--- src/rtl/walk_pkg.sv ---
package walk_pkg;
  // Default geometry of the walker: 9-bit address, second tap at bit 5 (1-based)
  localparam int unsigned WALK_W   = 9;
  localparam int unsigned WALK_TAP = 5;
endpackage

--- src/rtl/walk_next.sv ---
// Next-address logic: two-tap shift feedback with optional zero insertion.
module walk_next #(
  parameter int unsigned WIDTH       = 9,
  parameter int unsigned TAP         = 5,
  parameter bit          ZERO_INSERT = 1'b1
) (
  input  logic [WIDTH-1:0] cur_i,
  output logic [WIDTH-1:0] nxt_o
);
  logic tap_x;
  logic fb;

  assign tap_x = cur_i[WIDTH-1] ^ cur_i[TAP-1];

  generate
    if (ZERO_INSERT) begin : g_full
      logic low_zero;
      // all bits except the one shifted out are zero
      assign low_zero = ~|cur_i[WIDTH-2:0];
      assign fb       = tap_x ^ low_zero;
    end else begin : g_max
      assign fb = tap_x;
    end
  endgenerate

  assign nxt_o = {cur_i[WIDTH-2:0], fb};

  always_comb begin

    if (ZERO_INSERT && cur_i == '0) zero_exit_chk: assert (nxt_o != '0);
  end
endmodule

--- src/rtl/walk_state.sv ---
// Address register with reset, preset and step priority.
module walk_state #(
  parameter int unsigned WIDTH = 9
) (
  input  logic             clk_i,
  input  logic             rst_i,
  input  logic             load_i,
  input  logic             adv_i,
  input  logic [WIDTH-1:0] seed_i,
  input  logic [WIDTH-1:0] nxt_i,
  output logic [WIDTH-1:0] q_o
);
  logic [WIDTH-1:0] q;

  always_ff @(posedge clk_i) begin
    if (rst_i)       q <= '0;
    else if (load_i) q <= seed_i;
    else if (adv_i)  q <= nxt_i;
  end

  assign q_o = q;


  reset_zero_chk: assert property (@(posedge clk_i) disable iff (rst_i)
    $past(rst_i) |-> q == '0);

  idle_hold_chk: assert property (@(posedge clk_i) disable iff (rst_i)
    (!load_i && !adv_i) |=> $stable(q));

  load_take_chk: assert property (@(posedge clk_i) disable iff (rst_i)
    load_i |=> q == $past(seed_i));

  shift_move_chk: assert property (@(posedge clk_i) disable iff (rst_i)
    (adv_i && !load_i) |=> q[WIDTH-1:1] == $past(q[WIDTH-2:0]));
endmodule

--- src/rtl/walk_wrap.sv ---
// Remembers the starting address and flags the return to it.
module walk_wrap #(
  parameter int unsigned WIDTH = 9
) (
  input  logic             clk_i,
  input  logic             rst_i,
  input  logic             load_i,
  input  logic             adv_i,
  input  logic [WIDTH-1:0] seed_i,
  input  logic [WIDTH-1:0] nxt_i,
  output logic             wrap_o
);
  logic [WIDTH-1:0] start_q;
  logic             wrap_q;

  always_ff @(posedge clk_i) begin
    if (rst_i)       start_q <= '0;
    else if (load_i) start_q <= seed_i;
  end

  always_ff @(posedge clk_i) begin
    if (rst_i || load_i) wrap_q <= 1'b0;
    else                 wrap_q <= adv_i && (nxt_i == start_q);
  end

  assign wrap_o = wrap_q;

  // Step counter kept only for the checks below
  localparam logic [WIDTH-1:0] CNT_ONE  = {{(WIDTH-1){1'b0}}, 1'b1};
  localparam logic [WIDTH-1:0] CNT_LAST = '1;
  logic [WIDTH-1:0] chk_cnt;

  always_ff @(posedge clk_i) begin
    if (rst_i || load_i) chk_cnt <= '0;
    else if (adv_i)      chk_cnt <= chk_cnt + CNT_ONE;
  end


  wrap_on_full_chk: assert property (@(posedge clk_i) disable iff (rst_i)
    (adv_i && !load_i && chk_cnt == CNT_LAST) |=> wrap_q);

  wrap_only_full_chk: assert property (@(posedge clk_i) disable iff (rst_i)
    wrap_q |-> (chk_cnt == '0 && $past(adv_i)));

  load_quiet_chk: assert property (@(posedge clk_i) disable iff (rst_i)
    load_i |=> !wrap_q);
endmodule

--- src/rtl/dma_addr_walker.sv ---
// Full-period scrambled address walker for a DMA engine.
module dma_addr_walker
  import walk_pkg::*;
#(
  parameter int unsigned WIDTH = WALK_W,
  parameter int unsigned TAP   = WALK_TAP
) (
  input  logic             clk_i,
  input  logic             rst_i,
  input  logic             load_i,
  input  logic [WIDTH-1:0] seed_i,
  input  logic             adv_i,
  output logic [WIDTH-1:0] addr_o,
  output logic             wrap_o
);
  logic [WIDTH-1:0] cur;
  logic [WIDTH-1:0] nxt;

  walk_next #(.WIDTH(WIDTH), .TAP(TAP), .ZERO_INSERT(1'b1)) u_next (
    .cur_i (cur),
    .nxt_o (nxt)
  );

  walk_state #(.WIDTH(WIDTH)) u_state (
    .clk_i  (clk_i),
    .rst_i  (rst_i),
    .load_i (load_i),
    .adv_i  (adv_i),
    .seed_i (seed_i),
    .nxt_i  (nxt),
    .q_o    (cur)
  );

  walk_wrap #(.WIDTH(WIDTH)) u_wrap (
    .clk_i  (clk_i),
    .rst_i  (rst_i),
    .load_i (load_i),
    .adv_i  (adv_i),
    .seed_i (seed_i),
    .nxt_i  (nxt),
    .wrap_o (wrap_o)
  );

  assign addr_o = cur;
endmodule

--- config.mk ---
export PLATFORM = sky130hd
export DESIGN_NAME = dma_addr_walker
export DESIGN_NICKNAME = d
export VERILOG_FILES = /design/src/rtl/walk_pkg.sv /design/src/rtl/walk_next.sv /design/src/rtl/walk_state.sv /design/src/rtl/walk_wrap.sv /design/src/rtl/dma_addr_walker.sv
export SDC_FILE = /design/constraint.sdc
export NUM_CORES = 1
export LEC_CHECK = 0
export ABC_AREA = 1
export BUFFER_PORTS_ARGS = -buffer_cell sky130_fd_sc_hd__buf_4
export CAP_MARGIN = 20
export CORE_MARGIN = 1
export CORE_UTILIZATION = 30
export CTS_BUF_LIST = sky130_fd_sc_hd__clkbuf_8
export CTS_CLUSTER_SIZE = 10
export DETAILED_ROUTE_END_ITERATION = 8
export PLACE_DENSITY = 0.62
export SYNTH_ARGS = -nofsm -noshare
export SYNTH_HDL_FRONTEND = slang
export SYNTH_HIERARCHICAL = 1
export SYNTH_SLANG_ARGS = --single-unit
--- constraint.sdc ---
create_clock -name clk_i -period 1.25 [get_ports clk_i]
set_clock_uncertainty 0.15 [all_clocks]
set_input_delay 0.1875 -clock clk_i [delete_from_list [all_inputs] [get_ports clk_i]]
set_output_delay 0.1875 -clock clk_i [all_outputs]
set_load 0.02 [all_outputs]
* After elaboration in Yosys (flattened, before gate mapping)
Index checks and enable logic that the tools add are counted.
** Storage, ports and cells
- Flip-flop bits (word level) :: 19
- Bits in latches :: 0
- RAM bits :: 0
- ROM bits :: 0
- Bits of input ports :: 13
- Output and inout port bits :: 10
- Logic and storage cells :: 13
- Memories kept :: 0
** Operators by class
- Add/sub/neg operators :: 0
- Multipliers :: 0
- Div/mod/pow operators :: 0
- $lt $le $gt $ge :: 0
- Eq/ne operators :: 1
- Shift-type cells :: 0
- Mux-type cells :: 2
- Bitwise gates (word level) :: 2
- Reduce and logical (&&, ||, !) cells :: 5
** Operators by type and width (count)
- $mux 9 :: 2
- $eq 9x9->1 :: 1
- $reduce_or 8->1 :: 1
- $reduce_bool 2->1 :: 1
- $xor 1x1->1 :: 2
- $logic_and 1x1->1 :: 1
- $logic_not 1->1 :: 1
- $logic_or 1x1->1 :: 1

* Depth between registers and ports, before layout
Gate-level depths: netlist of run 1.
- Depth after elaboration :: 5
- Depth in mapped cells :: 10
- Mapped depth without buffers :: 9

* By module
The synthesis of run 1 kept the hierarchy.
** Modules (own cells, without submodules)
- walk_wrap :: instances 1, cells each 75, area an instance 496.7 um2, sequential area each 200.2 um2
- walk_state :: instances 1, cells each 68, area an instance 455.4 um2, sequential area each 180.2 um2
- walk_next :: instances 1, cells each 21, area an instance 118.9 um2, sequential area each 0.0 um2

* Worst setup path after synthesis of run 1
OpenSTA, ideal clock, no wires.
- Kind :: reg2reg
- Start point :: reg u_state.q[4] (netlist: u_state/q_o[4])
- End point :: reg u_wrap.wrap_q (netlist: u_wrap/wrap_o)
- Setup time :: 0.064 ns
- Arrival time :: 1.272 ns
- Required time :: 1.036 ns
- Setup slack :: -0.236 ns
- Stages on the path, launching flop included :: 10
- Buffers on the path :: 1
- Period minus slack after synthesis :: 1.486 ns
- Cells stage by stage :: dfxtp_1 -> xor2_1 -> inv_1 -> nand2_1 -> nand2_1 -> buf_4 -> xor2_1 -> nor2_1 -> nand2_1 -> nor2_1
** On the way
- Cells in the longest elaborated chain, start to end :: 5
- Elaborated cells on any way between the ends :: 6
- Classes of those cells :: 1 x eq/ne; 2 x bitwise; 3 x reduce/logical
** Ends and longest elaborated chain
- start, declared :: line walk_state.sv:13 : logic [WIDTH-1:0] q;
- start signal, assigned :: line walk_state.sv:17 : else if (load_i) q <= seed_i;
- start signal, assigned :: line walk_state.sv:18 : else if (adv_i) q <= nxt_i;
- $reduce_or 8->1 :: line walk_next.sv:19 : assign low_zero = ~|cur_i[WIDTH-2:0];
- $logic_not 1->1 :: line walk_next.sv:19
- $xor 1x1->1 (*) :: line walk_next.sv:20 : assign fb = tap_x ^ low_zero;
- via u_next.fb :: line walk_next.sv:11 : logic fb;
- $eq 9x9->1 (*) :: line walk_wrap.sv:23 : else wrap_q <= adv_i && (nxt_i == start_q);
- $logic_and 1x1->1 (*) :: line walk_wrap.sv:23
- end signal, assigned :: line walk_wrap.sv:23
- end, declared :: line walk_wrap.sv:14 : logic wrap_q;
The timed path passes the listed nets; every way through them passes the cells marked *.
A chain may end at the register's enable or synchronous reset.

* Final worst setup path of run 1
- Start point :: reg u_state.q[2] (netlist: u_state/q_o[2])
- End point :: reg u_wrap.wrap_q (netlist: u_wrap/wrap_o)
** On the way
- Cells in the longest elaborated chain, start to end :: 5
** Ends and longest elaborated chain
- $reduce_or 8->1 :: line walk_next.sv:19
- $logic_not 1->1 :: line walk_next.sv:19
- $xor 1x1->1 :: line walk_next.sv:20
- via nxt[0] :: line dma_addr_walker.sv:17 : logic [WIDTH-1:0] nxt;
- $eq 9x9->1 :: line walk_wrap.sv:23
- $logic_and 1x1->1 :: line walk_wrap.sv:23
The timed path passes the listed nets, and every way through them passes these cells.

==> results of run 1 <==
==> power by group <==
| group | total, mW | internal (mW) | switching [mW] |
|---|---|---|---|
| registers | 0.670 | 0.643 | 0.0267 |
| logic | 0.346 | 0.157 | 0.188 |
| clock network | 0.443 | 0.222 | 0.221 |
| total | 1.46 | 1.02 | 0.435 |
==> repair_timing <==
item                       4_1_cts  5_1_grt
resized for setup                1       15
hold endpoints to repair         1        0
setup endpoints to repair        3        8
hold buffers                     1        0
pin swaps                        7        5
==> synthesized netlist by cell type, types with 2 or more instances <==
| master | count | area, um^2 |
|---|---|---|
| a21oi_1 | 6 | 30.0 |
| buf_4 | 9 | 67.6 |
| buf_6 | 3 | 33.8 |
| clkinv_1 | 2 | 7.51 |
| dfxtp_1 | 19 | 380 |
| inv_1 | 21 | 78.8 |
| inv_2 | 2 | 7.51 |
| nand2_1 | 50 | 188 |
| nand3_1 | 19 | 95.1 |
| nor2_1 | 17 | 63.8 |
| o21ai_0 | 8 | 40.0 |
| xor2_1 | 4 | 35.0 |
==> kinds of logic (layout without fill, tap and decap cells) <==
kind of cell,after synthesis,count (layout),share of synthesized area
buffers and inverters,37,63,0.182
flip-flops,19,19,0.355
AO/OA/AOI/OAI,16,16,0.0783
AND/OR/NAND/NOR,88,88,0.352
XOR/XNOR,4,4,0.0327
==> worst max path at each step <==
stage	to	slack, ns	cells past startpoint
2_1_floorplan	u_wrap/wrap_o	-0.09	9
3_3_place_gp	u_wrap/wrap_o	-0.03	9
3_5_place_dp	u_wrap/wrap_o	-0.06	8
4_1_cts	u_wrap/wrap_o	-0.08	8
5_1_grt	u_wrap/wrap_o	-0.15	8
6_report	u_wrap/wrap_o	-0.06	8
==> flip-flops by register name, indices dropped and copies added (netlist names) <==
signal / flops
u_state/q_o: 9
u_wrap/start_q: 9
u_wrap/wrap_o: 1
==> per-layer routing <==
| metal | GRT usage | part of all wire |
|---|---|---|
| met5 | 0 | 0 |
| met4 | 0.0381 | 0.0032 |
| met3 | 0.0435 | 0.039 |
| met2 | 0.253 | 0.47 |
| met1 | 0.196 | 0.49 |
==> worst reg2reg max path, stage by stage (launching register included) <==
cell and delay [ns]:
dfxtp_2 0.34, nor2_4 0.10, nand2_2 0.06, o21ai_1 0.12, nand2_1 0.10, xor2_1 0.15
nor2_1 0.09, nand2_1 0.05, nor2_1 0.09
==> placed cells by master (no fill, tap or decap) <==
cell and count:
o21ai_0 8, buf_6 9, buf_4 24, o21ai_1 1
nand3_1 19, a21oi_1 6, nor2_2 3, dfxtp_1 10
nor2_1 13, xor2_2 1, nand2_2 1, xor2_1 3
o21ai_2 1, clkinv_2 1, dfxtp_2 6, dlygate4sd3_1 1
nand3_2 1, nor2_8 1, inv_2 2, nand2_1 49
nor2_4 1, clkbuf_8 3, clkinv_1 2, dfxtp_4 3
inv_1 21
==> cell type report <==
class	instances	area, um^2
tap	46	57.6
sequential	19	399
inverter	25	93.8
multi-input combinational	108	520
clock inverter	1	5.00
fill	357	1980
timing repair buffer	34	292
clock buffer	3	41.3
==> summary.md, run 1 <==
| Metric | Value |
|---|---|
| CTS sink count | `19` |
| Starting density of the core | `0.316` |
| Tcrit/Tclk final | `1.05` |
| Worst Setup Start Kind | `flip-flop` |
| Hold Vio Cnt, Final | `0` |
| Vias | `1,059` |
| Gr usage total | `0.153` |
| Hold path endpoint | `u_wrap/start_q[5]` |
| Drt via density | `4.49` |
| GP Congestion | `0.783` |
| Setup-failing EPs final | `1` |
| Post-synth ARST share | `0` |
| Die height | `between 60 and 70 um` |
| H-tree depth | `1` |
| Final Worst Setup Slack | `-0.0588 ns` |
| Slew @ Worst Pin | `0.253 ns` |
| CP delay by family, top | `simple AND/OR/NAND/NOR gates` |
| Final Critical Period | `1.31 ns` |
| Most used DFF post-synth | `dfxtp_1` |
| Reg2reg start | `u_state/q_o[2]` |
| Mapped Cells | `164` |
| EDFF count, synth | `0` |
| Dpl ws | `-0.0615 ns` |
| CP max stage cell | `dfxtp_2` |
| Clock Latency Late Sink | `approximately 0.26 ns` |
| N_diodes | `0` |
| I/O pin count | `23` |
| Routed len/inst | `~11 um` |
| Number of distinct library cells after synthesis | `16` |
| Fin Hold WS | `approximately 0.015 ns` |
| Detailed Route Iter0 Violations | `78` |
| Post-Route Utilization | `0.416` |
| Worst path cell trace | `nor2_4 > nand2_2 > o21ai_1 > nand2_1 > xor2_1 > nor2_1 > nand2_1 > nor2_1` |
| Yosys reg bits | `19` |
| DP Area | `1290 um^2` |
| Failing checks | `negative setup slack` |
| RSZ-0062 raised after global routing | `true` |
| Mapped Nets | `177` |
| Worst Hold Launch | `seed_i[5]` |
| Die W | `61.8 um` |
| Routed Antenna Nets | `0` |
| Post-synthesis sequential area ratio | `0.355` |
| CP Class | `flip-flop to flip-flop` |
| 1st-pass router iterations | `4` |
| Post-placement cell count | `231` |
| Post-detail-place hpwl | `1.96 mm` |
| Bufs and invs on worst path | `0` |
| WP data required | `about 1.3 ns` |
| Post-route insts no fill | `236` |
| CTS max path bufs | `2` |
| Share of post-route cells with drive strength above 1 | `0.300` |
| Final slew viol count | `0` |
| PnR Total Power | `1.46 mW` |
| Worst VDD drop | `0.596 mV` |
| Postcts setup bufs | `0` |
| First-pass GRT wire length | `4.17 mm` |
| Type of the tightest min-delay check | `input port to flip-flop` |
| Setup crit end kind | `flip-flop` |
| CP Launch Point | `u_state/q_o[2]` |
| Number of placement rows | `21` |
| Post-Route Setup TNS | `-0.0588 ns` |
| Yosys warnings | `6` |
| Status | `finished, violations left` |
| CTS buffer count | `3` |
| Worst hold path depth | `3` |
| CP max stage delay | `roughly 0.34 ns` |
| Worst slew margin | `0.830` |
| Initial antenna violation count | `0` |
| CTS tree | `built` |
| Vias in the first global route | `944` |
| Die area | `3810 um^2` |
| Grt total ovfl | `0` |
| Worst Path Max Fanout | `2` |
| Max_cap viols | `0` |
| Reg clk slew, reported paths | `0.08 ns` |
| Root Driver | `clkbuf_8` |
| Worst reg2reg setup slack | `-0.06 ns` |
| R2R cell count | `8` |
| P per Cell Area | `1030 nW/um^2` |
| Leakage | `0.731 nW` |
| Drt drc | `0` |
| Largest net degree at the start of global routing | `16` |
| Fmax | `0.764 GHz` |
| Syn Std Cell Area | `1070 um^2` |
| IO Port Bufs | `22` |
| Reg-to-Reg End | `u_wrap/wrap_o` |
| Core Region | `about 3400 um^2` |
| Critical path data arrival time | `between 1 and 1.5 ns` |
| Syn-to-layout area delta | `31.5%` |
| Layout Cell Area excl Fill | `1410 um^2` |
| Avg Cell Area, Syn | `6.53 um^2` |
| Nets | `204` |
| Final WL | `2.53 mm` |
Note: power is estimated with default switching activity, not from simulation.
==> run 2, diff against run 1 <==
--- a/config.mk
+++ b/config.mk
@@ -13,7 +13,7 @@
 export CTS_BUF_LIST = sky130_fd_sc_hd__clkbuf_8
 export CTS_CLUSTER_SIZE = 10
 export DETAILED_ROUTE_END_ITERATION = 8
-export PLACE_DENSITY = 0.62
+export PLACE_DENSITY = 0.6
 export SYNTH_ARGS = -nofsm -noshare
 export SYNTH_HDL_FRONTEND = slang
 export SYNTH_HIERARCHICAL = 1
==> constraint.sdc (replaced) <==
create_clock -name clk_i -period 1.6 [get_ports clk_i]
set_clock_uncertainty 0.15 [all_clocks]
set_input_delay 0.24 -clock clk_i [delete_from_list [all_inputs] [get_ports clk_i]]
set_output_delay 0.24 -clock clk_i [all_outputs]
set_load 0.02 [all_outputs]
==> summary.md, run 2 (synthesis results as in run 1) <==
| Metric | Value |
|---|---|
| Internal power | `just under 0.8 mW` |
| Setup crit end kind | `flip-flop` |
| Fmax | `0.721 GHz` |
| CTS buffer count | `3` |
| Post-Route Setup TNS | `0 ns` |
| H-tree depth | `1` |
| Hold Vio Cnt, Final | `0` |
| Share of post-route cells with drive strength above 1 | `0.187` |
| Root Driver | `clkbuf_8` |
| Setup-failing EPs final | `0` |
| Initial antenna violation count | `0` |
| Grt total ovfl | `0` |
| IO Port Bufs | `22` |
| Reg2reg start | `u_state/q_o[4]` |
| Number of placement rows | `21` |
| Worst slew margin | `0.815` |
| Worst VDD drop | `0.550 mV` |
| Layout Cell Area excl Fill | `1270 um^2` |
| Most frequent cells in the layout | `50 x nand2_1, 25 x buf_4, 21 x inv_1` |
| Switching pwr | `0.322 mW` |
| Final Critical Period | `1.39 ns` |
| Vias in the first global route | `840` |
| Worst Hold Launch | `seed_i[5]` |
| Critical path data arrival time | `approximately 1.4 ns` |
| Drt via density | `4.32` |
| Drt drc | `0` |
| P per Cell Area | `860 nW/um^2` |
| Post-placement cell count | `223` |
| CTS max path bufs | `2` |
| CP Class | `flip-flop to flip-flop` |
| Final WL | `~2.4 mm` |
| CTS tree | `built` |
| N_diodes | `0` |
| Die area | `between 3000 and 4000 um^2` |
| Gr usage total | `0.146` |
| Net Sw Frac | `0.294` |
| Clock power frac | `0.311` |
| CP Launch Point | `u_state/q_o[4]` |
| Final slew viol count | `0` |
| Flop pwr share | `0.481` |
| I/O pin count | `23` |
| DP Area | `1210 um^2` |
| Die height | `roughly 62 um` |
| CTS sink count | `19` |
| Core Region | `between 3000 and 4000 um^2` |
| Syn-to-layout area delta | `18.7%` |
| Vias | `984` |
| 1st-pass router iterations | `4` |
| Clock Latency Late Sink | `~0.26 ns` |
| Worst Path Max Fanout | `6` |
| Routed Antenna Nets | `0` |
| Post-detail-place hpwl | `1.79 mm` |
| Post-route insts no fill | `228` |
| GP Congestion | `0.820` |
| Max_cap viols | `0` |
| First-pass GRT wire length | `between 3 and 4 mm` |
| Status | `finished, final reports clean` |
| Starting density of the core | `0.316` |
| Routed len/inst | `10.5 um` |
| Slew @ Worst Pin | `0.276 ns` |
| Leakage | `just under 0.7 nW` |
| Most common cell after layout, fill and taps aside | `nand2_1` |
| Nets | `196` |
| Comb pwr share | `0.208` |
| Reg clk slew, reported paths | `0.08 ns` |
| Worst Setup Start Kind | `flip-flop` |
| WP data required | `approximately 1.7 ns` |
| Die W | `61.8 um` |
| Tcrit/Tclk final | `0.867` |
| Type of the tightest min-delay check | `input port to flip-flop` |
| Detailed Route Iter0 Violations | `78` |
| Largest net degree at the start of global routing | `17` |
| RSZ-0062 raised after global routing | `false` |
## run 2: worst paths after layout
kind                  endpoint  slack [ns]  depth (start not counted)
max              u_wrap/wrap_o        0.21                          8
min          u_wrap/start_q[5]        0.07                          3
max reg2reg      u_wrap/wrap_o        0.21                          8
min reg2reg  u_wrap/start_q[8]        0.32                          2
## run 2: what timing repair did
item	CTS	global route
hold buffers	1	0
setup endpoints to repair	0	0
setup buffers	0	0
gates resized for setup	0	0
hold endpoints to repair	1	0
## run 2: layer usage
layer	share of wire	GRT usage
met1	0.49	0.197
met2	0.44	0.218
met3	0.050	0.0455
met4	0.013	0.0571
met5	0	0
## run 2: worst max-delay path: stages, from the launching register on
cell	delay, ns
dfxtp_1	0.43
xor2_1	0.21
inv_1	0.06
nand2_1	0.06
nand2_1	0.07
xor2_1	0.15
nor2_1	0.08
nand2_1	0.05
nor2_1	0.08
## run 2: area by class of cell
cell class	count	area [um^2]
Clock buffer	3	41.3
Clock inverter	1	5.00
Fill cell	381	2120
Inverter	25	93.8
Multi-Input combinational cell	108	495
Sequential cell	19	380
Tap cell	46	57.6
Timing Repair Buffer	26	198
## run 2: through the flow
stage	hold WS [ns]	setup slack, ns	power (mW)	util
floorplan	0.159	0.114	0.705	-
global placement	0.279	0.259	0.763	0.358
CTS	0.0607	0.212	1.11	0.375
detailed placement	0.276	0.228	0.764	0.358
global route	0.0726	0.0771	1.17	0.375
finish	0.0651	0.213	1.09	0.375
## run 2: power groups by stage
stage / combinational [mW] / clock [mW] / sequential (mW)
floorplan: 0.157 / 0 / 0.548
global placement: 0.226 / 0 / 0.537
detailed placement: 0.226 / 0 / 0.538
CTS: 0.229 / 0.354 / 0.527
global route: 0.257 / 0.377 / 0.531
finish: 0.227 / 0.340 / 0.526
==> run 3, diff against run 2 <==
--- a/config.mk
+++ b/config.mk
@@ -8,11 +8,13 @@
 export ABC_AREA = 1
 export BUFFER_PORTS_ARGS = -buffer_cell sky130_fd_sc_hd__buf_4
 export CAP_MARGIN = 20
+export CORE_ASPECT_RATIO = 1.2
 export CORE_MARGIN = 1
 export CORE_UTILIZATION = 30
 export CTS_BUF_LIST = sky130_fd_sc_hd__clkbuf_8
 export CTS_CLUSTER_SIZE = 10
 export DETAILED_ROUTE_END_ITERATION = 8
+export HOLD_SLACK_MARGIN = 0.12
 export PLACE_DENSITY = 0.6
 export SYNTH_ARGS = -nofsm -noshare
 export SYNTH_HDL_FRONTEND = slang
==> summary.md, run 3 (synthesis results as in run 1) <==
| Metric | Value |
|---|---|
| CP max stage cell | `dlygate4sd3_1` |
| Starting density of the core | `0.318` |
| Core Region | `3370 um^2` |
| Detailed Route Iter0 Violations | `19` |
| IO Port Bufs | `22` |
| Met1 Usage GRT | `0.168` |
| CP Class | `input port to flip-flop` |
| 1st-pass router iterations | `4` |
| Clock Latency Late Sink | `0.26 ns` |
| Postcts setup bufs | `0` |
| Post-route insts no fill | `225` |
| Die area | `roughly 3800 um^2` |
| Tcrit/Tclk final | `0.954` |
| WP data required | `~1.7 ns` |
| Global route hottest layer | `met2` |
| Grt total ovfl | `0` |
| Post-placement cell count | `215` |
| Post-detail-place hpwl | `1.91 mm` |
| Worst VDD drop | `0.389 mV` |
| Critical path data arrival time | `1.58 ns` |
| RSZ-0062 raised after global routing | `false` |
| Nets | `between 200 and 250` |
| Most frequent cells in the layout | `50 x nand2_1, 26 x buf_4, 22 x inv_1` |
| CTS sink count | `19` |
| P per Cell Area | `835 nW/um^2` |
| Worst slew margin | `0.825` |
| First-pass GRT wire length | `4.20 mm` |
| Post-CTS sizing | `0` |
| Worst Setup Start Kind | `input port` |
| Max_cap viols | `0` |
| Slew @ Worst Pin | `0.261 ns` |
| Largest net degree at the start of global routing | `16` |
| Grt met3 use | `0.0172` |
| N_diodes | `0` |
| Routed Antenna Nets | `0` |
| Final WL | `about 2.5 mm` |
| Share of post-route cells with drive strength above 1 | `0.181` |
| Layout Cell Area excl Fill | `1320 um^2` |
| Die height | `67.5 um` |
| Number of placement rows | `23` |
| I/O pin count | `23` |
| GP Congestion | `0.802` |
| Global Route met2 Usage | `0.265` |
| Initial antenna violation count | `0` |
| Bufs and invs on worst path | `3` |
| Hold Vio Cnt, Final | `0` |
| Drt via density | `about 4.6` |
| Worst Path Max Fanout | `3` |
| Reg clk slew, reported paths | `0.07 ns` |
| Status | `finished, final reports clean` |
| Drt drc | `0` |
| Routed len/inst | `11.1 um` |
| Worst path cell trace | `dlygate4sd3_1 > buf_4 > a21oi_1 > dlygate4sd3_1` |
| CP delay by family, top | `buffers and inverters` |
| Setup-failing EPs final | `0` |
| H-tree depth | `1` |
| Post-Route Setup TNS | `0 ns` |
| Gr usage total | `0.145` |
| Setup crit end kind | `flip-flop` |
| Final Critical Period | `1.53 ns` |
| Most common cell after layout, fill and taps aside | `nand2_1` |
| Type of the tightest min-delay check | `input port to flip-flop` |
| Vias | `1,045` |
| Leakage | `0.703 nW` |
| CTS tree | `built` |
| DP Area | `1210 um^2` |
| Die W | `about 57 um` |
| Fmax | `0.655 GHz` |
| Vias in the first global route | `963` |
| CTS max path bufs | `2` |
| CTS buffer count | `3` |
| Syn-to-layout area delta | `22.9%` |
| Top cell by count, worst path | `dlygate4sd3_1` |
| Root Driver | `clkbuf_8` |
| CP max stage delay | `0.55 ns` |
| Final slew viol count | `0` |
## run 3: path summary, 6_finish.rpt
| check | start | end | slack, ns | cells past startpoint |
|---|---|---|---|---|
| setup reg to reg | u_state/q_o[4] | u_wrap/wrap_o | 0.19 | 8 |
| hold / removal | seed_i[2] | u_wrap/start_q[2] | 0.13 | 3 |
| hold reg to reg | u_wrap/start_q[8] | u_wrap/start_q[8] | 0.32 | 2 |
| setup / recovery | rst_i | u_wrap/start_q[4] | 0.07 | 4 |
## run 3: stage by stage
stage	hold slack (ns)	worst slack [ns]	util	total power [mW]
global placement	0.282	0.273	0.360	0.767
finish	0.126	0.0731	0.391	1.10
CTS	0.130	0.0995	0.391	1.11
detailed placement	0.286	0.221	0.360	0.767
floorplan	0.159	0.114	-	0.705
global route	0.138	0.0738	0.391	1.16
## run 3: timing repair
| item | CTS | global route |
|---|---|---|
| endpoints found under the setup margin | 0 | 0 |
| hold buffers | 6 | 0 |
| endpoints found under the hold margin | 5 | 0 |
## run 3: where the power goes
group / leakage, nW / switching, mW / internal, mW
Combinational: 0.519 / 0.134 / 0.106
Sequential: 0.157 / 0.0248 / 0.502
Clock: 0.0269 / 0.162 / 0.171
Total: 0.703 / 0.321 / 0.779
## run 3: layout make-up
type / count / area, um^2
flip-flops and latches: 19 / 380
well taps: 37 / 46.3
multi-input cells: 108 / 495
repair buffers: 32 / 255
clock inverters: 1 / 3.75
inverters: 25 / 93.8
clock buffers: 3 / 41.3
fillers: 379 / 2050
## run 3: worst min-delay path: stages
cell	delay, ns
buf_4	0.08
o21ai_0	0.07
a21oi_1	0.10
## run 3: metal layers
metal  wire length (um)  part of all wire  vias to the layer above
met4                 57             0.023                        0
met1               1120              0.45                      476
met5                  0                 0                        -
li1                   -                 -                      539
met3                 82             0.033                        6
met2               1220              0.49                       24
